<file path="src/rtl/rstk_pkg.sv">
package rstk_pkg;

  typedef enum logic [2:0] {
    ACT_IDLE,
    ACT_PUSH,
    ACT_SHIFT,
    ACT_POP,
    ACT_REPL
  } stk_act_e;

  // Resolve the strobes against the current occupancy
  function automatic stk_act_e decode_act(input logic push, input logic pop,
                                          input logic empty, input logic full);
    stk_act_e a;
    a = ACT_IDLE;
    if (push && pop && !empty) a = ACT_REPL;
    else if (push && full)     a = ACT_SHIFT;
    else if (push)             a = ACT_PUSH;
    else if (pop && !empty)    a = ACT_POP;
    return a;
  endfunction

endpackage

</file>
<file path="src/rtl/rstk_rst_sync.sv">
module rstk_rst_sync #(
  parameter int STAGES = 2
) (
  input  logic clk,
  input  logic rst_n,
  output logic rst_sync_n
);
  logic [STAGES-1:0] sync_q;

  always_ff @(posedge clk or negedge rst_n) begin
    if (!rst_n) sync_q <= '0;
    else        sync_q <= {sync_q[STAGES-2:0], 1'b1};
  end

  assign rst_sync_n = sync_q[STAGES-1];
endmodule

</file>
<file path="src/rtl/rstk_level_ctr.sv">
module rstk_level_ctr
  import rstk_pkg::*;
#(
  parameter int DEPTH = 2,
  localparam int CNT_W = $clog2(DEPTH + 1)
) (
  input  logic             clk,
  input  logic             rst_n,
  input  stk_act_e         act,
  output logic [CNT_W-1:0] level
);
  logic [CNT_W-1:0] level_d;
  logic             level_en;

  always_comb begin
    level_en = 1'b0;
    level_d  = level;
    unique case (act)
      ACT_PUSH: begin level_en = 1'b1; level_d = level + CNT_W'(1); end
      ACT_POP:  begin level_en = 1'b1; level_d = level - CNT_W'(1); end
      default:  begin level_en = 1'b0; level_d = level; end
    endcase
  end

  always_ff @(posedge clk or negedge rst_n) begin
    if (!rst_n)        level <= '0;
    else if (level_en) level <= level_d;
  end
endmodule

</file>
<file path="src/rtl/rstk_entries.sv">
module rstk_entries
  import rstk_pkg::*;
#(
  parameter int DEPTH = 2,
  parameter int AW    = 11,
  localparam int CNT_W = $clog2(DEPTH + 1)
) (
  input  logic                      clk,
  input  logic                      rst_n,
  input  stk_act_e                  act,
  input  logic [CNT_W-1:0]          level,
  input  logic [AW-1:0]             pc,
  output logic [DEPTH-1:0][AW-1:0]  ent
);
  // Entry 0 is the oldest; a shift moves every entry one place down
  for (genvar i = 0; i < DEPTH; i++) begin : g_ent
    logic [AW-1:0] ent_d;
    logic          ent_en;
    logic [AW-1:0] upper;

    if (i == DEPTH - 1) begin : g_top
      assign upper = pc;
    end else begin : g_mid
      assign upper = ent[i+1];
    end

    always_comb begin
      ent_en = 1'b0;
      ent_d  = ent[i];
      unique case (act)
        ACT_PUSH:  if (level == CNT_W'(i))     begin ent_en = 1'b1; ent_d = pc; end
        ACT_REPL:  if (level == CNT_W'(i + 1)) begin ent_en = 1'b1; ent_d = pc; end
        ACT_SHIFT: begin ent_en = 1'b1; ent_d = upper; end
        default:   begin ent_en = 1'b0; ent_d = ent[i]; end
      endcase
    end

    always_ff @(posedge clk or negedge rst_n) begin
      if (!rst_n)      ent[i] <= '0;
      else if (ent_en) ent[i] <= ent_d;
    end
  end
endmodule

</file>
<file path="src/rtl/ret_stack_top.sv">
module ret_stack_top
  import rstk_pkg::*;
#(
  parameter int DEPTH = 2,
  parameter int AW    = 11,
  localparam int CNT_W = $clog2(DEPTH + 1)
) (
  input  logic          clk,
  input  logic          rst_n,
  input  logic          push_i,
  input  logic          pop_i,
  input  logic [AW-1:0] pc_i,
  input  logic          irq_req_i,
  output logic [AW-1:0] ret_addr_o,
  output logic          full_o,
  output logic          irq_ok_o
);
  logic                     core_rst_n;
  logic [CNT_W-1:0]         level;
  logic [DEPTH-1:0][AW-1:0] ent;
  logic                     is_empty;
  logic                     is_full;
  stk_act_e                 act;

  rstk_rst_sync #(.STAGES(2)) u_rst (
    .clk        (clk),
    .rst_n      (rst_n),
    .rst_sync_n (core_rst_n)
  );

  assign is_empty = (level == '0);
  assign is_full  = (level == CNT_W'(DEPTH));
  assign act      = decode_act(push_i, pop_i, is_empty, is_full);

  rstk_level_ctr #(.DEPTH(DEPTH)) u_lvl (
    .clk   (clk),
    .rst_n (core_rst_n),
    .act   (act),
    .level (level)
  );

  rstk_entries #(.DEPTH(DEPTH), .AW(AW)) u_ent (
    .clk   (clk),
    .rst_n (core_rst_n),
    .act   (act),
    .level (level),
    .pc    (pc_i),
    .ent   (ent)
  );

  // Most recent entry; the bottom entry when nothing is held
  always_comb begin
    ret_addr_o = ent[0];
    for (int i = 1; i < DEPTH; i++) begin
      if (level == CNT_W'(i + 1)) ret_addr_o = ent[i];
    end
  end

  assign full_o   = is_full;
  assign irq_ok_o = irq_req_i & ~is_full;
endmodule

</file>
<file path="config.mk">
export PLATFORM = sky130hd
export DESIGN_NAME = ret_stack_top
export DESIGN_NICKNAME = d
export VERILOG_FILES = /design/src/rtl/rstk_pkg.sv /design/src/rtl/rstk_rst_sync.sv /design/src/rtl/rstk_level_ctr.sv /design/src/rtl/rstk_entries.sv /design/src/rtl/ret_stack_top.sv
export SDC_FILE = /design/constraint.sdc
export NUM_CORES = 1
export LEC_CHECK = 0
export BUFFER_PORTS_ARGS = -buffer_cell sky130_fd_sc_hd__buf_2
export CORE_ASPECT_RATIO = 0.5
export CORE_UTILIZATION = 53
export DETAILED_ROUTE_END_ITERATION = 7
export GPL_TIMING_DRIVEN = 0
export PLACE_DENSITY = 0.78
export SYNTH_ARGS = -nofsm -noshare
export SYNTH_HDL_FRONTEND = slang
export SYNTH_SLANG_ARGS = --single-unit
</file>
<file path="constraint.sdc">
create_clock -name clk -period 3.87 [get_ports clk]
set_input_delay 0.1935 -clock clk [delete_from_list [all_inputs] [get_ports clk]]
set_output_delay 0.1935 -clock clk [all_outputs]
set_load 0.005 [all_outputs]
</file>
==> results of run 1 <==
==> layout by cell type (no fill, tap or decap), types with 8 or more instances in the layout <==
master	Yosys	final
nor2b_1	9	9
o22ai_1	11	11
nor2_1	14	14
a211oi_1	18	18
dfrtp_1	26	26
o21a_1	14	14
nor3_1	8	8
mux2_2	11	11
o22a_1	11	11
buf_2	5	32
==> state kept, by name, summed over array words and instances (netlist names) <==
| signal | count |
|---|---|
| u_lvl.level | 2 |
| u_ent.ent | 11 |
| u_ent.g_ent.upper | 11 |
| u_rst.sync_q | 2 |
==> power groups by stage <==
stage | logic (mW) | registers (mW) | clock network [mW]
after global placement | 0.938 | 0.492 | 0
after detailed placement | 0.957 | 0.499 | 0
final | 0.969 | 0.497 | 0.155
after floorplan | 0.732 | 0.474 | 0
after global routing | 1.06 | 0.518 | 0.168
after CTS | 0.968 | 0.495 | 0.159
==> synth_stat cells <==
cell type	n	area [um^2]
nor2_1	14	52.6
nor4bb_4	1	25.0
buf_4	5	37.5
buf_2	5	25.0
nand2_1	3	11.3
inv_1	3	11.3
buf_6	4	45.0
a211oi_2	1	12.5
conb_1	1	3.75
xnor2_1	2	17.5
o21ai_0	1	5.00
mux2_2	11	124
o22a_1	11	96.3
a31oi_2	1	12.5
nor2b_1	9	56.3
and2b_4	1	10.0
clkbuf_1	2	7.51
nor2b_2	1	8.76
a211oi_1	18	135
nor4_1	3	18.8
dfrtp_1	26	651
o211ai_1	1	7.51
nand4_1	1	6.26
o22ai_1	11	68.8
ha_1	4	50.1
a21oi_1	5	25.0
o21a_1	14	105
nor3_1	8	40.0
o21ai_2	1	8.76
nand3_1	1	5.00
nand2b_1	3	18.8
==> worst min-delay path by stage <==
stage               start              end  slack (ns)  depth (start not counted)
floorplan           rst_n  u_rst.sync_q[0]       -0.10                          0
global placement    rst_n  u_rst.sync_q[0]       -0.02                          1
detailed placement  rst_n  u_rst.sync_q[0]       -0.02                          1
CTS                 rst_n  u_rst.sync_q[0]        0.22                          2
global route        rst_n  u_rst.sync_q[0]        0.23                          2
finish              rst_n  u_rst.sync_q[0]        0.23                          2
==> stage by stage <==
| stage | hold WS (ns) | std cells | utilization | setup slack (ns) |
|---|---|---|---|---|
| 2_1_floorplan | -0.102 | 172 | - | 2.20 |
| 3_3_place_gp | -0.0208 | 239 | 0.623 | 2.06 |
| 3_5_place_dp | -0.0195 | 239 | 0.623 | 2.05 |
| 4_1_cts | 0.220 | 243 | 0.640 | 1.74 |
| 5_1_grt | 0.231 | 243 | 0.640 | 1.65 |
| 6_report | 0.226 | 243 | 0.640 | 1.73 |
==> logic make-up (layout without fill, tap and decap cells) <==
group	count (synthesis)	count (layout)	synth area share
other	1	1	0.00220
AO/OA/AOI/OAI	64	64	0.280
flip-flops	26	26	0.382
multiplexers	11	11	0.0728
adder cells (fa/ha/maj)	4	4	0.0294
AND/OR/NAND/NOR	45	45	0.149
XOR/XNOR	2	2	0.0103
buffers and inverters	19	50	0.0743
==> routing by layer <==
layer  vias up  GRT usage  routed length (um)
li1        708          -                   -
met1       747      0.373                1940
met2        32      0.402                1890
met3         2     0.0609                 185
met4         0     0.0456                  10
met5         -          0                   0
==> repair_timing <==
action | 4_1_cts | 5_1_grt
hold endpoints to repair | 2 | 0
gates resized for setup | 0 | 0
hold buffers | 1 | 0
==> area by class of cell <==
class | instances | share of cell area
Sequential cell | 26 | 0.336
Timing Repair Buffer | 28 | 0.0749
Inverter | 3 | 0.00581
Multi-Input combinational cell | 127 | 0.477
Tap cell | 40 | 0.0258
Buffer | 16 | 0.0594
Clock buffer | 3 | 0.0213
==> critical path, cell delays in order (launching register included) <==
cell	delay (ns)
dfrtp_1	0.42
inv_1	0.11
ha_1	0.19
buf_6	0.15
buf_2	0.29
mux2_2	0.38
buf_2	0.12
==> results.ini, run 1 <==
[sta]
max_freq_mhz=467
fin_skew_ns=0.0120
relSlewSlack=0.337
worstMarginPinSlew_ns=0.995
hold_viol=0
rsz0062_at_grt=no
setup_viol=0
setup_tns_ns=0
period_share=0.553
period_needed_ns=2.14
slew_viol_final=0

[status]
status=complete, no violations

[critical_path]
cp-end-kind=output pin
reg2reg_to=u_ent.g_ent[0].upper[2]
critPathArrivalTime_ns=1.95
ff2ff_path_depth=7
required_ns=3.68
crit_fanout=10
path_class=reg -> out
cp-endpoint=ret_addr_o[6]
rrSetupSlack_ns=1.97
start_kind=register
r2r-start=u_lvl.level[0]
critPathLaunch=u_lvl.level[0]

[power_and_ir_drop]
power.leakage_nw=0.790
p_comb_frac=0.598
total_power_mw=1.62
intPower_uw=953
clkPwrFrac=0.095
pwr-share-seq=0.306
power.density_mw_per_mm2=836
peakVddDrop_mv=0.452
p_switching_uw=669
p_sw_frac=0.412

[cells_and_area]
diodes=0
regArea_um2=651
finalInstanceArea_mm2=0.00194
fin_nets=225
synthToLayoutAreaGrowth_pct=13.9
fill_cells=251
layout-drive-gt1-share=0.300
multiInputGateArea_um2=925

[routing]
drc=0
wl_mm=4.03
dr.pass1.iters=4
ant_nets=0
drt_iter0_drc=91
num_vias=1489
viasPerCell=6.13
wl_per_cell_um=16.6

[die]
dieWidth_um=82.1
initial_core_util=0.562
coreArea_mm2=0.00303
boundaryPins=29
dieArea_mm2=0.00345
chipHeight_um=42.1
rows=14

[logic_synthesis]
netlist_area_mm2=0.00170
syn_area_per_cell_um2=9.89
ys_types=31
synth_nets=192
ys_ff_latch=26
yosysWarnings=0
synthCells=172
ys_seq_area_frac=0.382

[cts]
cts_sinks=26
htreeDepth=1
cts_made_buffers=3
insertion_delay_ns=0.28
cts.clk_slew.worst_paths_ns=0.09
post_cts_buffers=0
cts.path.max_buffers=2
cts_tree=built
cts-root-buf=clkbuf_8

[placed_design]
place_congestion=0.819
hpwlAfterDp_mm=2.68
io_buffer_count=27
placed_area_mm2=0.00189

[global_route]
grt_util_all_layers=0.259
grt_max_degree=25
grt_pass1_vias=1367
antenna_found_initial=0
grt-ovfl-total=0
grt_pass1_wl_mm=6.65

[flow_run]
drv_cap=0

[min_path]
hp-class=in -> async

Note: power is estimated with default switching activity, not from simulation.
==> run 2: changes to the inputs <==
ABC_AREA = 1   (was not set)
CORE_UTILIZATION = 49   (was 53)
PLACE_DENSITY = 0.77   (was 0.78)
clock period = 1.9 ns   (was 3.87 ns; I/O delays follow)
==> run 2 against run 1 <==
  * Register-to-register slack got worse by 1.8 ns
  * Critical endpoint is now ret_addr_o[4]
  * Clock skew fell by 0.0097 ns
  * Sequential share of layout area rose by 3.6 points
==> results.ini, run 2 <==
[sta]
worstMarginPinSlew_ns=0.975  ; was 0.995 ns
timing.hold.ws_ns=0.0282  ; was 0.226 ns
fin_skew_ns=0.00237  ; was 0.0120 ns
max_freq_mhz=576
setup_tns_ns=0  ; unchanged
relSlewSlack=0.350  ; was 0.337
period_share=0.913
rsz0062_at_grt=no  ; unchanged
setup_viol=0  ; unchanged
period_needed_ns=1.74
hold_viol=0  ; unchanged
slew_viol_final=0  ; unchanged

[critical_path]
cp_slowest_cell=dfrtp_1  ; unchanged
crit_fanout=10  ; unchanged
required_ns=1.80  ; was 3.68 ns
path_cells=inv_2, ha_2, inv_1, buf_2, nand2_1, o21ai_1, buf_2  ; was inv_1, ha_1, buf_6, buf_2, mux2_2, buf_2
path_class=reg -> out  ; unchanged
start_kind=register  ; unchanged
max_stage_delay_ns=0.37  ; was 0.42 ns
cpMostUsedCell=buf_2  ; unchanged
critPathArrivalTime_ns=1.64  ; was 1.95 ns
cp-end-kind=output pin  ; unchanged
cp_top_family=buffers and inverters  ; unchanged
path_buf_inv=4  ; unchanged

[power_and_ir_drop]
power.leakage_nw=0.985  ; was 0.790 nW
peakVddDrop_mv=0.714  ; was 0.452 mV
power.density_mw_per_mm2=1570  ; was 836 mW/mm^2
total_power_mw=2.75  ; was 1.62 mW

[logic_synthesis]
async_flop_share=1.00  ; unchanged
syn_area_per_cell_um2=7.47  ; was 9.89 um^2
synth_nets=218  ; was 192
yosysTopAreaCell=dfrtp_1  ; unchanged
yosysTopAreaCellShare=0.440  ; was 0.382
synth_edf_count=0  ; unchanged
synth.most_common_cell=nand2_1  ; was dfrtp_1
yosysWarnings=0  ; unchanged
synthFlopType=dfrtp_1  ; unchanged
ys_seq_area_frac=0.440  ; was 0.382
synth_area_leaders=dfrtp_1 44%, nand2_1 19%, nand4_1 5.5%  ; was dfrtp_1 38%, a211oi_1 7.9%, mux2_2 7.3%
synth_common_cells=74 x nand2_1, 26 x dfrtp_1, 21 x inv_1, 15 x nand3_1, 13 x nand4_1  ; was 26 x dfrtp_1, 18 x a211oi_1, 14 x nor2_1, 14 x o21a_1
synthCells=198  ; was 172
netlist_area_mm2=0.00148  ; was 0.00170 mm^2
ys_ff_latch=26  ; unchanged
ys_types=21  ; was 31

[global_route]
antenna_found_initial=0  ; unchanged
grt_pass1_wl_mm=5.21  ; was 6.65 mm
grt_util_all_layers=0.217  ; was 0.259
grt-ovfl-total=0  ; unchanged
grt_max_degree=25  ; unchanged
grt_pass1_vias=1214  ; was 1,367

[routing]
ant_nets=0  ; unchanged
viasPerCell=5.34  ; was 6.13
wl_per_cell_um=12.4  ; was 16.6 um
drt_iter0_drc=79  ; was 91
dr.pass1.iters=4  ; unchanged
num_vias=1430  ; was 1,489
wl_mm=3.32  ; was 4.03 mm
drc=0  ; unchanged

[die]
dieWidth_um=79.7  ; was 82.1 um
initial_core_util=0.541  ; was 0.562
coreArea_mm2=0.00273  ; was 0.00303 mm^2
boundaryPins=29  ; unchanged
chipHeight_um=40.8  ; was 42.1 um
rows=13  ; was 14
dieArea_mm2=0.00326  ; was 0.00345 mm^2

[cells_and_area]
layout_commonest_cell=nand2_1  ; was buf_2
layout-drive-gt1-share=0.208  ; was 0.300
mostFrequentLayoutCells=74 x nand2_1, 32 x buf_2, 26 x dfrtp_1  ; was 32 x buf_2, 26 x dfrtp_1, 18 x a211oi_1
fin_nets=252  ; was 225
fill_cells=255  ; was 251
regArea_um2=651  ; unchanged
synthToLayoutAreaGrowth_pct=18.4  ; was 13.9%
final_core_util=0.641  ; was 0.640
multiInputGateArea_um2=674  ; was 925 um^2
diodes=0  ; unchanged

[cts]
post_cts_buffers=0  ; unchanged
cts.path.max_buffers=2  ; unchanged
cts_sinks=26  ; unchanged
cts-root-buf=clkbuf_8  ; unchanged
htreeDepth=1  ; unchanged
cts_tree=built  ; unchanged
cts.clk_slew.worst_paths_ns=0.09  ; about the same
cts_made_buffers=3  ; unchanged
insertion_delay_ns=0.27  ; was 0.28 ns

[flow_run]
drv_cap=0  ; unchanged

[placed_design]
hpwlAfterDp_mm=2.50  ; was 2.68 mm
io_buffer_count=28  ; was 27
place_congestion=0.837  ; was 0.819

[min_path]
hp-class=in -> reg  ; was in -> async

[status]
status=complete, no violations  ; unchanged

-- run 2: changes by cell type in the layout (fill, tap and decap cells not counted), moves of 9 or more --
cell,delta
nand2_1,+71
a211oi_1,-18
inv_1,+17
nand3_1,+14
o21a_1,-14
nand4_1,+12
o21ai_1,+12
mux2_2,-11
nor2_1,-11
o22a_1,-11
o22ai_1,-11
nor2b_1,-9
o21ai_0,+9
-- run 2: layout make-up --
| cell class | instances | area share |
|---|---|---|
| Buffer | 11 | 0.0436 |
| Clock buffer | 3 | 0.0236 |
| Multi-Input combinational cell | 139 | 0.385 |
| Tap cell | 37 | 0.0264 |
| Clock inverter | 1 | 0.0171 |
| Inverter | 22 | 0.0471 |
| Sequential cell | 26 | 0.371 |
| Timing Repair Buffer | 29 | 0.0857 |
-- run 2: logic make-up (layout without fill, tap and decap cells) --
logic type | Yosys count | count (layout) | synth area share
AND/OR/NAND/NOR | 109 | 109 | 0.328
AO/OA/AOI/OAI | 24 | 24 | 0.0838
buffers and inverters | 33 | 66 | 0.106
adder cells (fa/ha/maj) | 4 | 4 | 0.0338
XOR/XNOR | 1 | 1 | 0.00592
other | 1 | 1 | 0.00254
flip-flops | 26 | 26 | 0.440
-- run 2: path summary, 6_finish.rpt --
path                                      start  slack [ns]  cells past startpoint                       to
worst max-delay path             u_lvl.level[0]        0.16                      7            ret_addr_o[4]
worst min-delay path                    pc_i[4]        0.03                      3  u_ent.g_ent[0].upper[4]
worst max register to register   u_lvl.level[1]        0.22                      7             u_ent.ent[4]
worst min register to register  u_rst.sync_q[0]        0.37                      0          u_rst.sync_q[1]
max in group asynchronous       u_rst.sync_q[1]        0.90                      0  u_ent.g_ent[0].upper[3]
min in group asynchronous                 rst_n        0.13                      2          u_rst.sync_q[1]
-- run 2: report_power, final --
part	switching (mW)	total (mW)	internal (mW)
clock	0.180	0.462	0.282
combinational	0.787	1.33	0.548
sequential	0.148	0.949	0.802
total	1.11	2.75	1.63
-- run 2: per-stage QoR --
step | instances | worst slack (ns) | instance area, um^2
6_report | 268 | 0.165 | 1750
5_1_grt | 268 | 0.0332 | 1750
4_1_cts | 268 | 0.0252 | 1750
3_5_place_dp | 263 | 0.215 | 1670
3_3_place_gp | 263 | 0.224 | 1670
2_1_floorplan | 198 | 0.394 | 1480
-- run 2: tightest hold or removal path, stage by stage --
cell	delay (ns)
buf_2	0.09
nand2_1	0.05
nand2_1	0.05
-- run 2: what timing repair did --
action | CTS | global route
cloned | 0 | 0
endpoints found under the hold margin | 2 | 0
endpoints found under the setup margin | 10 | 10
gates resized for setup | 2 | 6
hold buffers | 1 | 0
-- run 2: routing by layer --
| metal | vias up | track usage | wire length (um) |
|---|---|---|---|
| li1 | 699 | - | - |
| met1 | 688 | 0.271 | 1570 |
| met2 | 43 | 0.400 | 1580 |
| met3 | 0 | 0.0556 | 166 |
| met4 | 0 | 0.0409 | 0 |
| met5 | - | 0 | 0 |
